`config.mk`:
```
export PLATFORM = sky130hd
export DESIGN_NAME = pxc_chain
export DESIGN_NICKNAME = d
export VERILOG_FILES = /design/src/rtl/pxc_pkg.sv /design/src/rtl/pxc_edge.sv /design/src/rtl/pxc_cell.sv /design/src/rtl/pxc_chain.sv
export SDC_FILE = /design/constraint.sdc
export NUM_CORES = 2
export LEC_CHECK = 0
export BUFFER_PORTS_ARGS = -buffer_cell sky130_fd_sc_hd__buf_2
export CORE_ASPECT_RATIO = 2
export CORE_UTILIZATION = 69
export CTS_CLUSTER_DIAMETER = 200
export DETAILED_ROUTE_END_ITERATION = 10
export PLACE_DENSITY_LB_ADDON = 0.15
export SLEW_MARGIN = 20
export SYNTH_ARGS = -nofsm -noshare
export SYNTH_HDL_FRONTEND = slang
export SYNTH_SLANG_ARGS = --single-unit
export TNS_END_PERCENT = 100
```
`constraint.sdc`:
```
create_clock -name clk -period 4.4 [get_ports clk]
set_clock_uncertainty 0.1 [all_clocks]
set_input_delay 0.22 -clock clk [delete_from_list [all_inputs] [get_ports clk]]
set_output_delay 0.22 -clock clk [all_outputs]
set_load 0.01 [all_outputs]
```
`src/rtl/pxc_pkg.sv`:
```
package pxc_pkg;
  typedef enum logic [1:0] {
    OP_HOLD  = 2'd0,
    OP_CLEAR = 2'd1,
    OP_COUNT = 2'd2,
    OP_SHIFT = 2'd3
  } cell_op_e;
endpackage

```
`src/rtl/pxc_edge.sv`:
```
module pxc_edge (
  input  logic clk,
  input  logic rst,
  input  logic lvl_i,
  output logic rise_o
);
  logic prev_q;

  always_ff @(posedge clk) begin
    if (rst) prev_q <= 1'b0;
    else     prev_q <= lvl_i;
  end

  assign rise_o = lvl_i & ~prev_q;

  // a rising edge is reported for one cycle only
  p_single_rise_r2: assert property (@(posedge clk) disable iff (rst)
    rise_o |=> !rise_o);
endmodule

```
`src/rtl/pxc_cell.sv`:
```
module pxc_cell #(
  parameter int CNT_W = 12
) (
  input  logic clk,
  input  logic rst,
  input  logic clr_i,
  input  logic hit_i,
  input  logic shift_mode_i,
  input  logic shift_en_i,
  input  logic ser_i,
  output logic ser_o
);
  import pxc_pkg::*;

  localparam logic [CNT_W-1:0] CNT_MAX = {CNT_W{1'b1}};

  logic [CNT_W-1:0] cnt_q;
  cell_op_e         op;

  always_comb begin
    if (clr_i)             op = OP_CLEAR;
    else if (shift_mode_i) op = shift_en_i ? OP_SHIFT : OP_HOLD;
    else if (hit_i && cnt_q != CNT_MAX) op = OP_COUNT;
    else                   op = OP_HOLD;
  end

  always_ff @(posedge clk) begin
    if (rst) begin
      cnt_q <= '0;
    end else begin
      case (op)
        OP_CLEAR: cnt_q <= '0;
        OP_COUNT: cnt_q <= cnt_q + 1'b1;
        OP_SHIFT: cnt_q <= {cnt_q[CNT_W-2:0], ser_i};
        default:  cnt_q <= cnt_q;
      endcase
    end
  end

  assign ser_o = cnt_q[CNT_W-1];

  // in count mode the counter moves by at most one per cycle
  p_step_one_r2: assert property (@(posedge clk) disable iff (rst)
    (!shift_mode_i && !clr_i) |=> (cnt_q == $past(cnt_q) || cnt_q == $past(cnt_q) + 1'b1));
  // a full counter stays full while counting
  p_sat_hold_r3: assert property (@(posedge clk) disable iff (rst)
    (!shift_mode_i && !clr_i && cnt_q == CNT_MAX) |=> cnt_q == CNT_MAX);
  // shift mode without enable freezes the counter
  p_freeze_r6: assert property (@(posedge clk) disable iff (rst)
    (shift_mode_i && !shift_en_i && !clr_i) |=> $stable(cnt_q));
  // a shift step loads the upstream bit into the LSB
  p_shift_lsb_r5: assert property (@(posedge clk) disable iff (rst)
    (shift_mode_i && shift_en_i && !clr_i) |=> cnt_q[0] == $past(ser_i));
  // clear empties the counter
  p_clear_r7: assert property (@(posedge clk) disable iff (rst)
    clr_i |=> cnt_q == '0);
endmodule

```
`src/rtl/pxc_chain.sv`:
```
module pxc_chain #(
  parameter int NUM_PIX = 64,
  parameter int CNT_W   = 12
) (
  input  logic               clk,
  input  logic               rst,
  input  logic [NUM_PIX-1:0] disc_i,
  input  logic               shift_mode_i,
  input  logic               shift_en_i,
  input  logic               clr_i,
  input  logic               ser_i,
  output logic               ser_o
);
  logic [NUM_PIX:0]   link;
  logic [NUM_PIX-1:0] rise;

  assign link[0] = ser_i;

  for (genvar g = 0; g < NUM_PIX; g++) begin : g_pix
    pxc_edge u_edge (
      .clk    (clk),
      .rst    (rst),
      .lvl_i  (disc_i[g]),
      .rise_o (rise[g])
    );
    pxc_cell #(.CNT_W(CNT_W)) u_cell (
      .clk          (clk),
      .rst          (rst),
      .clr_i        (clr_i),
      .hit_i        (rise[g]),
      .shift_mode_i (shift_mode_i),
      .shift_en_i   (shift_en_i),
      .ser_i        (link[g]),
      .ser_o        (link[g+1])
    );
  end

  assign ser_o = link[NUM_PIX];

  // the output only changes on a shift step, a clear or a count
  p_out_quiet_r5: assert property (@(posedge clk) disable iff (rst)
    (shift_mode_i && !shift_en_i && !clr_i) |=> $stable(ser_o));
endmodule

```
==> summary.txt <==
Status
  – Status: completed

Logic synthesis
  – Syn Inst Count: 5854
  – Avg Synthesized Cell Area: 8.07 um^2
  – Area of the mapped netlist: 0.0472 mm^2
  – Main flop type after synthesis: dfxtp_1
  – Asr flop ratio synth: 0%
  – EDFF count, synth: 0
  – Syn nets: ~6000
  – Post-synthesis sequential area ratio: 35.3%
  – Seq cells post-synth: 832
  – Synth cell types: ~110
  – YS warnings: 0

Routing
  – Vias per std cell: 6.84
  – Initial DRC count: 3200
  – Metal3 WL: 6770 um
  – Total Wirelength: 124000 um
  – Post-route DRC: 0
  – Final ANT Viol Nets: 0
  – Wire per inst: 18.5 um
  – Routed met1 length: 47300 um
  – Max layer used: met4
  – First drt pass iteration count: 7
  – Met2 Wirelength: 64500 um
  – Via count: 45900

Worst setup path
  – Crit Path Max Fanout: 8
  – Critical path start-end classification: reg -> reg
  – Highest-delay cell along the critical path: nor4_1
  – CP endpoint kind: flop
  – Crit-path cells: ha_1 -> nand4_1 -> nor4_1 -> or2_0 -> o311ai_0 -> a31oi_1
  – Critical Path Max Stage Delay: approximately 900 ps
  – Reg-to-Reg End: g_pix[9].u_cell.cnt_q[4]
  – Worst EP arrival: 3270 ps
  – R2R setup slack: 1630 ps
  – Reg2reg start: g_pix[9].u_cell.cnt_q[0]
  – Startpoint types: flop
  – CP endpoint: g_pix[9].u_cell.cnt_q[4]
  – Worst path required time: roughly 4900 ps
  – R2R depth: 6
  – Worst setup path startpoint: g_pix[9].u_cell.cnt_q[0]

Floorplanning
  – Initial Util: 69.7%
  – Die Span Y: 372 um
  – CORE AREA: 0.0677 mm^2
  – Die X-Extent: roughly 190 um
  – Die area: ~0.070 mm^2
  – Io pins: 71
  – Cell row count: 135

Clock tree
  – Total CTS buffers: 76
  – Post-CTS setup buffers: 0
  – Worst-path clk slew: 70 ps
  – H-tree depth: 3
  – Post_cts resized: 0
  – Clk buf depth: 3
  – CTS tree: built
  – Clk sinks: 832
  – CTS root buffer: clkbuf_16
  – Worst skew pair latency: between 600 and 700 ps

Global routing
  – Largest net degree at the start of global routing: 167
  – Grt total ovfl: 0
  – Vias in the first global route: approximately 44000
  – First-pass GRT wire length: roughly 200000 um
  – Initial antenna violation count: 1
  – Gr usage total: between 30% and 40%

Placed design
  – Placed Cells: 6487
  – Dpl ws: 1170 ps
  – Buffers on Ports: 70
  – Dpl cell area: approximately 0.048 mm^2
  – HPWL reported at the end of detailed placement: slightly below 80000 um
  – Placer Congestion: 0.868

Finish
  – Post-Layout Cell Count: 6716
  – Layout cells sized above 1: 7.18%
  – Nets@finish: 5906
  – P&R area growth vs syn: 8.51%
  – Fillers: 5223
  – Design area: 0.0513 mm^2
  – Fin util: between 70% and 80%

Timing
  – Final Hold Fails: 0
  – RSZ-0062 raised after global routing: no
  – Minimum clock period: 2770 ps
  – Setup slack after layout: between 1500 and 2000 ps
  – Setup violators final: 0
  – Final period utilization: 63.0%
  – Setup TNS: 0 ps
  – Worst Tran Pin Value: 1080 ps
  – Slew HR: 27.4%
  – Achievable clock frequency: ~360 MHz
  – Max-slew violations: 0

Power
  – Worst IR drop on VDD: 0.332 mV
  – Leakage: between 15 and 20 nW
  – Cell Pwr Density: a little over 300 mW/mm^2

Job
  – Max-cap violations: 0

Hold path
  – Hold WC Path Type: in -> reg
critical path: cells and delay by family (launching register included):
kind                     cells  cell delay [ps]
adder cells (fa/ha/maj)      1              220
AO/OA/AOI/OAI                2              380
flip-flops                   1              420
AND/OR/NAND/NOR              3             1570
metrics by stage:
step | hold slack [ps] | total power [mW]
floorplan | 248 | 8.74
global placement | 342 | 9.06
detailed placement | 350 | 9.09
CTS | 31.4 | 15.9
global route | 92.1 | 16.3
finish | 83.4 | 15.9
routing by layer:
layer	up-vias	global-route usage [%]
met2	1368	65.0
met4	0	21.2
met1	22200	36.5
met3	392	4.83
li1	22000	-
met5	-	0
where the power goes:
part           switching [mW]  internal, mW  total, mW
clock                    3.01          3.84       6.85
combinational           0.812         0.404       1.22
sequential              0.143          7.66       7.80
synthesized netlist by cell type, types with 17 or more instances:
library cell / n / share of area (%)
or4_1: 91 / 1.4
nor2_1: 195 / 1.5
inv_1: 176 / 1.4
and3_1: 64 / 0.85
a21o_1: 26 / 0.41
xnor2_1: 142 / 2.6
a41oi_1: 19 / 0.35
xor2_1: 89 / 1.7
o211ai_1: 151 / 2.4
o21ai_0: 422 / 4.5
nand3_1: 234 / 2.5
nor4b_1: 35 / 0.65
o22ai_1: 18 / 0.24
a311o_1: 17 / 0.36
ha_1: 64 / 1.7
nor3b_1: 106 / 1.7
buf_1: 54 / 0.43
nor4_1: 95 / 1.3
nand4b_1: 53 / 0.98
and4_1: 17 / 0.32
a211oi_1: 64 / 1.0
or4b_1: 42 / 0.89
nand2_1: 558 / 4.4
mux2_2: 28 / 0.67
mux2i_1: 72 / 1.5
a21oi_2: 20 / 0.37
nand3b_1: 49 / 0.78
buf_2: 42 / 0.44
or3b_1: 34 / 0.63
and2_1: 30 / 0.40
o311ai_0: 76 / 1.4
clkbuf_1: 279 / 2.2
a21oi_1: 550 / 5.8
dfxtp_1: 832 / 35
o31a_1: 24 / 0.44
nand4_1: 155 / 2.1
nor3_1: 123 / 1.3
a31oi_1: 240 / 3.2
or3_1: 76 / 1.0
a211o_1: 17 / 0.32
nand2b_1: 56 / 0.74
nor2b_1: 67 / 0.89
a311oi_1: 25 / 0.46
or2_2: 33 / 0.44
a31o_2: 17 / 0.32
worst min path at each step:
| stage | startpoint | end | slack [ps] | cells past startpoint |
|---|---|---|---|---|
| 2_1_floorplan | disc_i[0] | g_pix[0].u_edge.prev_q | 250 | 1 |
| 3_3_place_gp | disc_i[62] | g_pix[62].u_edge.prev_q | 340 | 2 |
| 3_5_place_dp | disc_i[4] | g_pix[4].u_edge.prev_q | 350 | 2 |
| 4_1_cts | ser_i | g_pix[0].u_cell.cnt_q[0] | 30 | 3 |
| 5_1_grt | ser_i | g_pix[0].u_cell.cnt_q[0] | 90 | 3 |
| 6_report | ser_i | g_pix[0].u_cell.cnt_q[0] | 80 | 3 |
cells in the final DEF (no fill, tap or decap), types with 106 or more instances in the layout:
master,synthesis,final
xnor2_1,142,142
nand3_1,234,234
a31oi_1,240,240
dfxtp_1,832,832
nand4_1,155,155
nor3_1,123,123
inv_1,176,176
o21ai_0,422,421
nor2_1,195,192
a21oi_1,550,550
o211ai_1,151,151
nand2_1,558,556
nor3b_1,106,106
state kept, by name, summed over array words and instances (netlist names):
| register | flops |
|---|---|
| g_pix.u_cell.cnt_q | 768 |
| g_pix.u_edge.prev_q | 64 |
logic make-up after synthesis:
family,Yosys count,share of synthesized area [%]
XOR/XNOR,231,4.28
adder cells (fa/ha/maj),64,1.70
flip-flops,832,35.3
AO/OA/AOI/OAI,1874,25.4
buffers and inverters,563,4.73
AND/OR/NAND/NOR,2190,26.5
multiplexers,100,2.19
what timing repair did:
action / in CTS / in global routing
endpoints found under the setup margin: 0 / 0
endpoints found under the hold margin: 68 / 0
hold buffers: 97 / 0
layout make-up:
cell class,count,area [um^2],share of cell area [%]
antenna,1,2.50,0.00488
timing repair buffer,226,1950,3.80
clock inverter,26,289,0.564
multi-input combinational,4459,28400,55.4
clock buffer,105,2200,4.29
sequential,832,16700,32.5
tap,890,1110,2.17
inverter,177,664,1.30
(Power assumes the default switching activity.)
